## config.mk

```make
export PLATFORM = sky130hd
export DESIGN_NAME = mbus_port
export DESIGN_NICKNAME = d
export VERILOG_FILES = /design/src/rtl/mbus_pkg.sv /design/src/rtl/mbus_sync.sv /design/src/rtl/mbus_addr_latch.sv /design/src/rtl/mbus_access_ctrl.sv /design/src/rtl/mbus_port.sv
export SDC_FILE = /design/constraint.sdc
export NUM_CORES = 1
export LEC_CHECK = 0
export ABC_AREA = 1
export BUFFER_PORTS_ARGS = -buffer_cell sky130_fd_sc_hd__buf_4
export CAP_MARGIN = 30
export CORE_MARGIN = 8
export CORE_UTILIZATION = 45
export DETAILED_ROUTE_END_ITERATION = 7
export PLACE_DENSITY = 0.75
export REMOVE_ABC_BUFFERS = 1
export SYNTH_ARGS = -nofsm -noshare
export SYNTH_HDL_FRONTEND = slang
export SYNTH_SLANG_ARGS = --single-unit
```

## constraint.sdc

```tcl
create_clock -name clk_i -period 1.3 [get_ports clk_i]
set_clock_uncertainty 0.15 [all_clocks]
set_input_delay 0.13 -clock clk_i [delete_from_list [all_inputs] [get_ports clk_i]]
set_output_delay 0.13 -clock clk_i [all_outputs]
set_load 0.1 [all_outputs]
```

## src/rtl/mbus_pkg.sv

```systemverilog
`timescale 1ns/1ps
package mbus_pkg;

  typedef struct packed {
    logic as;
    logic ds;
    logic rw;
    logic cs_n;
    logic wp;
    logic lk_n;
  } strb_t;

  // reset image of the synchronized strobes: deselected, locked, no strobe
  localparam strb_t STRB_IDLE = '{as: 1'b0, ds: 1'b0, rw: 1'b1,
                                  cs_n: 1'b1, wp: 1'b0, lk_n: 1'b0};

  typedef enum logic {
    MODE_SEP = 1'b0,
    MODE_DS  = 1'b1
  } bus_mode_e;

endpackage

```

## src/rtl/mbus_sync.sv

```systemverilog
`timescale 1ns/1ps
module mbus_sync #(
  parameter int          W       = 8,
  parameter int          STAGES  = 2,
  parameter logic [W-1:0] RST_VAL = '0
) (
  input  logic         clk_i,
  input  logic         rst_ni,
  input  logic [W-1:0] d_i,
  output logic [W-1:0] q_o
);

  logic [STAGES-1:0][W-1:0] stg_q;

  generate
    if (STAGES == 1) begin : g_one
      always_ff @(posedge clk_i or negedge rst_ni) begin
        if (!rst_ni) stg_q <= RST_VAL;
        else         stg_q <= d_i;
      end
    end else begin : g_chain
      always_ff @(posedge clk_i or negedge rst_ni) begin
        if (!rst_ni) stg_q <= {STAGES{RST_VAL}};
        else         stg_q <= {stg_q[STAGES-2:0], d_i};
      end
    end
  endgenerate

  assign q_o = stg_q[STAGES-1];

endmodule

```

## src/rtl/mbus_addr_latch.sv

```systemverilog
`timescale 1ns/1ps
module mbus_addr_latch #(
  parameter int ADDR_W = 7
) (
  input  logic              clk_i,
  input  logic              rst_ni,
  input  logic              as_i,
  input  logic              freeze_i,
  input  logic [ADDR_W-1:0] addr_i,
  output logic [ADDR_W-1:0] addr_o,
  output logic              vld_o
);

  logic as_q;
  logic as_rise, as_fall;

  assign as_rise = as_i & ~as_q;
  assign as_fall = ~as_i & as_q;

  always_ff @(posedge clk_i or negedge rst_ni) begin
    if (!rst_ni) begin
      as_q   <= 1'b0;
      addr_o <= '0;
      vld_o  <= 1'b0;
    end else begin
      as_q <= as_i;
      if (!freeze_i) begin
        if (as_rise) begin
          addr_o <= '0;
          vld_o  <= 1'b0;
        end else if (as_fall) begin
          addr_o <= addr_i;
          vld_o  <= 1'b1;
        end
      end
    end
  end

  p_capture_r2: assert property (@(posedge clk_i) disable iff (!rst_ni)
    (!freeze_i && as_q && !as_i) |=> (vld_o && addr_o == $past(addr_i)));

  p_clear_r3: assert property (@(posedge clk_i) disable iff (!rst_ni)
    (!freeze_i && !as_q && as_i) |=> (!vld_o && addr_o == '0));

  p_frozen_r9: assert property (@(posedge clk_i) disable iff (!rst_ni)
    freeze_i |=> ($stable(addr_o) && $stable(vld_o)));

endmodule

```

## src/rtl/mbus_access_ctrl.sv

```systemverilog
`timescale 1ns/1ps
module mbus_access_ctrl import mbus_pkg::*; #(
  parameter int ADDR_W    = 7,
  parameter int DATA_W    = 8,
  parameter int RO_ADDR_0 = 12,
  parameter int RO_ADDR_1 = 13,
  parameter int MSK_ADDR_0 = 0,
  parameter int MSK_ADDR_1 = 10,
  parameter int MSK_BIT   = 7
) (
  input  logic              clk_i,
  input  logic              rst_ni,
  input  bus_mode_e         mode_i,
  input  logic              ds_i,
  input  logic              rw_i,
  input  logic              sel_i,
  input  logic [ADDR_W-1:0] addr_i,
  input  logic              vld_i,
  input  logic [DATA_W-1:0] data_i,
  output logic              oe_o,
  output logic              wr_en_o,
  output logic [ADDR_W-1:0] wr_addr_o,
  output logic [DATA_W-1:0] wr_data_o,
  output logic [DATA_W-1:0] wr_be_o
);

  localparam logic [ADDR_W-1:0] RO_A0  = ADDR_W'(RO_ADDR_0);
  localparam logic [ADDR_W-1:0] RO_A1  = ADDR_W'(RO_ADDR_1);
  localparam logic [ADDR_W-1:0] MSK_A0 = ADDR_W'(MSK_ADDR_0);
  localparam logic [ADDR_W-1:0] MSK_A1 = ADDR_W'(MSK_ADDR_1);

  logic ds_q, rw_q;
  logic live;
  logic rd_cond, wr_edge, wr_cond;
  logic ro_hit, msk_hit;
  logic [DATA_W-1:0] be_d;

  assign live    = sel_i & vld_i;
  assign ro_hit  = (addr_i == RO_A0) || (addr_i == RO_A1);
  assign msk_hit = (addr_i == MSK_A0) || (addr_i == MSK_A1);

  always_comb begin
    unique case (mode_i)
      MODE_DS: begin
        rd_cond = ds_i & rw_i;
        wr_edge = ds_q & ~ds_i & ~rw_i;   // trailing edge of data strobe
      end
      default: begin
        rd_cond = ~ds_i;
        wr_edge = ~rw_q & rw_i;           // trailing edge of write strobe
      end
    endcase
  end

  assign wr_cond = wr_edge & live & ~ro_hit;

  for (genvar b = 0; b < DATA_W; b++) begin : g_be
    assign be_d[b] = !(msk_hit && (b == MSK_BIT));
  end

  always_ff @(posedge clk_i or negedge rst_ni) begin
    if (!rst_ni) begin
      ds_q      <= 1'b0;
      rw_q      <= 1'b1;
      oe_o      <= 1'b0;
      wr_en_o   <= 1'b0;
      wr_addr_o <= '0;
      wr_data_o <= '0;
      wr_be_o   <= '0;
    end else begin
      ds_q    <= ds_i;
      rw_q    <= rw_i;
      oe_o    <= rd_cond & live;
      wr_en_o <= wr_cond;
      if (wr_cond) begin
        wr_addr_o <= addr_i;
        wr_data_o <= data_i;
        wr_be_o   <= be_d;
      end
    end
  end

  p_pulse_r5: assert property (@(posedge clk_i) disable iff (!rst_ni)
    wr_en_o |=> !wr_en_o);

  p_no_ro_r11: assert property (@(posedge clk_i) disable iff (!rst_ni)
    wr_en_o |-> !(wr_addr_o == RO_A0 || wr_addr_o == RO_A1));

  p_mask_r12: assert property (@(posedge clk_i) disable iff (!rst_ni)
    (wr_en_o && (wr_addr_o == MSK_A0 || wr_addr_o == MSK_A1)) |-> !wr_be_o[MSK_BIT]);

  p_ds_idle_r4: assert property (@(posedge clk_i) disable iff (!rst_ni)
    (mode_i == MODE_DS && !ds_i) |=> !oe_o);

  p_rd_idle_r6: assert property (@(posedge clk_i) disable iff (!rst_ni)
    (mode_i == MODE_SEP && ds_i) |=> !oe_o);

  p_need_addr_r3: assert property (@(posedge clk_i) disable iff (!rst_ni)
    !vld_i |=> (!oe_o && !wr_en_o));

endmodule

```

## src/rtl/mbus_port.sv

```systemverilog
`timescale 1ns/1ps
module mbus_port import mbus_pkg::*; #(
  parameter int ADDR_W      = 7,
  parameter int DATA_W      = 8,
  parameter int SYNC_STAGES = 2,
  parameter int RO_ADDR_0   = 12,
  parameter int RO_ADDR_1   = 13,
  parameter int MSK_ADDR_0  = 0,
  parameter int MSK_ADDR_1  = 10,
  parameter int MSK_BIT     = 7
) (
  input  logic              clk_i,
  input  logic              rst_ni,
  input  logic              bus_mode_i,
  input  logic              as_i,
  input  logic              ds_i,
  input  logic              rw_i,
  input  logic              cs_ni,
  input  logic              wp_i,
  input  logic              lk_ni,
  input  logic [DATA_W-1:0] ad_i,
  output logic [DATA_W-1:0] ad_o,
  output logic              ad_oe_o,
  output logic              rd_req_o,
  output logic [ADDR_W-1:0] rd_addr_o,
  input  logic [DATA_W-1:0] rd_data_i,
  output logic              wr_en_o,
  output logic [ADDR_W-1:0] wr_addr_o,
  output logic [DATA_W-1:0] wr_data_o,
  output logic [DATA_W-1:0] wr_be_o
);

  localparam int SW = $bits(strb_t);
  localparam int VW = SW + DATA_W;
  localparam logic [VW-1:0] SYNC_RST = {STRB_IDLE, {DATA_W{1'b0}}};

  strb_t             strb_raw, strb_s;
  logic [DATA_W-1:0] ad_s;
  logic [VW-1:0]     sync_q;
  logic              sel;
  logic [ADDR_W-1:0] lat_addr;
  logic              lat_vld;

  assign strb_raw = '{as: as_i, ds: ds_i, rw: rw_i, cs_n: cs_ni, wp: wp_i, lk_n: lk_ni};

  // shared lines ride the same pipeline so data lines up with the strobe edges
  mbus_sync #(
    .W      (VW),
    .STAGES (SYNC_STAGES),
    .RST_VAL(SYNC_RST)
  ) u_sync (
    .clk_i (clk_i),
    .rst_ni(rst_ni),
    .d_i   ({strb_raw, ad_i}),
    .q_o   (sync_q)
  );

  assign {strb_s, ad_s} = sync_q;
  assign sel = ~strb_s.cs_n & ~strb_s.wp & strb_s.lk_n;

  mbus_addr_latch #(.ADDR_W(ADDR_W)) u_alat (
    .clk_i   (clk_i),
    .rst_ni  (rst_ni),
    .as_i    (strb_s.as),
    .freeze_i(strb_s.wp),
    .addr_i  (ad_s[ADDR_W-1:0]),
    .addr_o  (lat_addr),
    .vld_o   (lat_vld)
  );

  mbus_access_ctrl #(
    .ADDR_W    (ADDR_W),
    .DATA_W    (DATA_W),
    .RO_ADDR_0 (RO_ADDR_0),
    .RO_ADDR_1 (RO_ADDR_1),
    .MSK_ADDR_0(MSK_ADDR_0),
    .MSK_ADDR_1(MSK_ADDR_1),
    .MSK_BIT   (MSK_BIT)
  ) u_ctrl (
    .clk_i    (clk_i),
    .rst_ni   (rst_ni),
    .mode_i   (bus_mode_e'(bus_mode_i)),
    .ds_i     (strb_s.ds),
    .rw_i     (strb_s.rw),
    .sel_i    (sel),
    .addr_i   (lat_addr),
    .vld_i    (lat_vld),
    .data_i   (ad_s),
    .oe_o     (ad_oe_o),
    .wr_en_o  (wr_en_o),
    .wr_addr_o(wr_addr_o),
    .wr_data_o(wr_data_o),
    .wr_be_o  (wr_be_o)
  );

  assign ad_o      = ad_oe_o ? rd_data_i : '0;
  assign rd_req_o  = ad_oe_o;
  assign rd_addr_o = lat_addr;

  p_wp_quiet_r9: assert property (@(posedge clk_i) disable iff (!rst_ni)
    strb_s.wp |=> (!ad_oe_o && !wr_en_o));

  p_lock_quiet_r10: assert property (@(posedge clk_i) disable iff (!rst_ni)
    !strb_s.lk_n |=> (!ad_oe_o && !wr_en_o));

  p_cs_quiet_r8: assert property (@(posedge clk_i) disable iff (!rst_ni)
    strb_s.cs_n |=> (!ad_oe_o && !wr_en_o));

  p_bus_idle_r13: assert property (@(posedge clk_i) disable iff (!rst_ni)
    !ad_oe_o |-> (ad_o == '0 && !rd_req_o));

endmodule

```

==> summary.md <==
| Metric | Value |
|---|---|
| WL per Instance | `20.3 microns` |
| Clock transition at path regs | `0.07 ns` |
| First-pass GRT wire length | `9190 microns` |
| Core area | `4630 sq um` |
| Nets | `335` |
| Asr flop ratio synth | `1.00` |
| Crit Path Max Fanout | `5` |
| FILL cells | `203` |
| Row count | `25` |
| Met3 usage | `0.0546` |
| Flop2flop setup slack | `-0.19 ns` |
| Synth top area share | `0.630` |
| VDD IR max | `0.000993 V` |
| Crit-path max cell delay | `0.38 ns` |
| Mapped cell area | `2100 sq um` |
| GRT Resource Usage Total | `0.169` |
| Clk sink count | `58` |
| Sequential area share after synthesis | `0.693` |
| Worst-Skew Late Latency | `0.35 ns` |
| Initial antenna violation count | `0` |
| First DRT Iteration DRCs | `177` |
| Port-buffer cells | `65` |
| Root buf cell | `clkbuf_8` |
| Top delay family on crit path | `simple AND/OR/NAND/NOR gates` |
| Startpoint types | `register` |
| Vias in the first global route | `1888` |
| GR Util met1 | `0.179` |
| Crit-path cells | `inv_1 > nand2_2 > nor2_4 > nand2_2 > nand3_2 > nand2_1 > nand2_1` |
| Setup TNS | `-5.33 ns` |
| Post-synth EDFFs | `0` |
| Crit end category | `register` |
| Max Cap Viol | `0` |
| Synthesis-to-layout area growth | `81.9%` |
| Final Max Slew Viols | `0` |
| Fin crit share | `1.14` |
| Most frequent cell after synthesis | `dfrtp_1` |
| Dpl cells | `319` |
| Failing checks | `negative setup slack` |
| Vias per Instance | `5.37` |
| Clk pwr share | `0.249` |
| Pwr dens | `1640 nW/um^2` |
| Die width | `84.4 microns` |
| Mean Syn Cell Area | `11.1 sq um` |
| Final hold violations | `0` |
| Final worst slack | `-0.188 ns` |
| Rel. slew slack | `0.730` |
| RePlAce Congestion | `0.795` |
| Netlist cell types | `19` |
| Reg2Reg Depth | `7` |
| Reg power frac | `0.351` |
| # setup viols final | `46` |
| RSZ-0062 raised after global routing | `yes` |
| Int Power | `3670 uW` |
| Layout cell share with drive strength beyond 1 | `0.553` |
| Starting Density | `0.455` |
| Clock Tree Buf Depth | `2` |
| Slowest stage cell, crit path | `dfrtp_1` |
| Measured slew at the worst slew-check pin | `0.405 ns` |
| Synth top cells by count | `dfrtp_1, nand2_1, inv_1, nand4_1, nand3_1` |
| Final min period | `1.49 ns` |
| Fmax | `672 MHz` |
| Met2 usage | `0.280` |
| Non-Filler Instances | `367` |
| Top FF cell, synth | `dfrtp_1` |
| Die area | `7120 sq um` |
| Largest net degree at the start of global routing | `23` |
| Crit Path Category | `register to register` |
| Die Height | `84.4 microns` |
| Static Leak | `0.00190 uW` |
| Ys Warns | `0` |
| Sw Share | `0.416` |
| Router iterations before antenna repair | `4` |
| Req. time, crit path | `1.44 ns` |
| Diode count | `0` |
| Via Count | `1972` |
| Critical path buffers and inverters | `1` |
| Logic pwr share | `0.400` |
| Post-route ant nets | `0` |
| Crit path DAT | `1.63 ns` |
| Gr busiest metal | `met2` |
| I/O pins | `66` |
| Outcome | `complete, but fails checks` |
| Routed WL | `7450 microns` |
| Ranking of synthesized cells by area | `dfrtp_1, nand2_1, dfstp_2, nand4_1, inv_1` |
| CTS tree | `yes` |
| Switching power total | `2610 uW` |
| Global route overflow | `0` |
| DRC | `0` |
| Pre-CTS setup slack | `-0.114 ns` |
| Worst R2R Start | `u_alat.addr_o[5]$_DFFE_PN0P_` |
| Yosys reg bits | `58` |
| Yosys top cell by area | `dfrtp_1` |
| Min-Delay Path Class | `input pin to async pin` |
| Post-Syn Instances | `190` |
| DP HPWL | `3150 microns` |
| CTS Buf Count | `9` |
| CTS H-Tree Depth | `3` |
| Reg-to-reg endpoint | `u_ctrl.wr_addr_o[0]$_DFFE_PN0P_` |
state kept, by name, summed over array words and instances, names as in the netlist:
signal / count
u_sync.q_o: 14
u_sync.stg_q: 14
u_ctrl.wr_data_o: 8
u_alat.addr_o: 7
u_ctrl.wr_addr_o: 7
u_ctrl.wr_be_o: 2
u_alat.as_q: 1
u_alat.vld_o: 1
u_ctrl.ds_q: 1
u_ctrl.oe_o: 1
u_ctrl.rw_q: 1
u_ctrl.wr_en_o: 1
worst reg2reg max path, cell delays in order (launching register included):
cell,delay (ns)
dfrtp_1,0.38
inv_1,0.12
nand2_2,0.08
nor2_4,0.18
nand2_2,0.18
nand3_2,0.17
nand2_1,0.09
nand2_1,0.08
cell families after synthesis:
group,after synthesis,synth area share
AO/OA/AOI/OAI,10,0.0250
multiplexers,1,0.00535
flip-flops,58,0.693
buffers and inverters,32,0.0767
AND/OR/NAND/NOR,88,0.194
adder cells (fa/ha/maj),1,0.00594
layout by cell type, fill, tap and decap left out, drive strengths merged:
cell,netlist,routed
buf,12,101
nand2,53,54
dfrtp,53,53
inv,19,19
dlygate4sd3,0,16
nand4,15,15
nand3,11,14
clkbuf,1,13
nor2,8,8
o21ai,7,7
dfstp,5,5
a21oi,2,2
clkinv,0,2
nor3,1,1
a211oi,1,1
mux2,1,1
ha,1,1
routing by layer:
metal | wire length, microns | part of all wire
met3 | 444 | 0.060
met4 | 344 | 0.046
met5 | 0 | 0
met2 | 4010 | 0.54
met1 | 2650 | 0.36
what timing repair did:
action / CTS / global route
gates resized for setup: 93 / 70
cloned: 4 / 2
hold buffers: 16 / 0
pin swaps: 28 / 18
setup endpoints to repair: 50 / 58
setup buffers: 4 / 7
endpoints found under the hold margin: 73 / 0
per-stage QoR:
stage               instance area (sq um)  hold WS, ns  power [uW]  utilization
floorplan                            2010       -0.316        3580            -
detailed placement                   2760       -0.157        4150        0.595
global placement                     2760       -0.158        4130        0.595
global route                         3830       0.0881        6490        0.827
finish                               3830       0.0775        6280        0.827
CTS                                  3530       0.0277        5980        0.764
final cells by class:
| cell class | count | area [sq um] | area share |
|---|---|---|---|
| Sequential cell | 58 | 1460 | 0.382 |
| Clock inverter | 2 | 10.0 | 0.00261 |
| Tap cell | 54 | 67.6 | 0.0176 |
| Timing Repair Buffer | 117 | 1310 | 0.343 |
| Clock buffer | 13 | 179 | 0.0467 |
| Inverter | 19 | 76.3 | 0.0199 |
| Multi-Input combinational cell | 104 | 721 | 0.188 |
how the worst max path moves through the flow:
stage,start,endpoint,cells after the start
after floorplan,u_ctrl.wr_be_o[6]$_DFFE_PN0P_,u_ctrl.wr_be_o[6]$_DFFE_PN0P_,2
after global placement,u_sync.q_o[11]$_DFF_PN1_,u_ctrl.wr_data_o[6]$_DFFE_PN0P_,5
after detailed placement,u_sync.q_o[11]$_DFF_PN1_,u_ctrl.wr_data_o[6]$_DFFE_PN0P_,5
after CTS,u_sync.q_o[11]$_DFF_PN1_,u_ctrl.wr_data_o[6]$_DFFE_PN0P_,6
after global routing,u_alat.addr_o[4]$_DFFE_PN0P_,u_ctrl.wr_addr_o[0]$_DFFE_PN0P_,7
final,u_alat.addr_o[5]$_DFFE_PN0P_,u_ctrl.wr_addr_o[0]$_DFFE_PN0P_,7
power groups by stage:
stage | sequential, uW | combinational (uW) | clock [uW]
floorplan | 3340 | 241 | 0
global placement | 2160 | 1970 | 0
detailed placement | 2170 | 1980 | 0
CTS | 2150 | 2250 | 1570
global route | 2220 | 2590 | 1680
finish | 2210 | 2510 | 1560
Note: power is estimated with default switching activity, not from simulation.
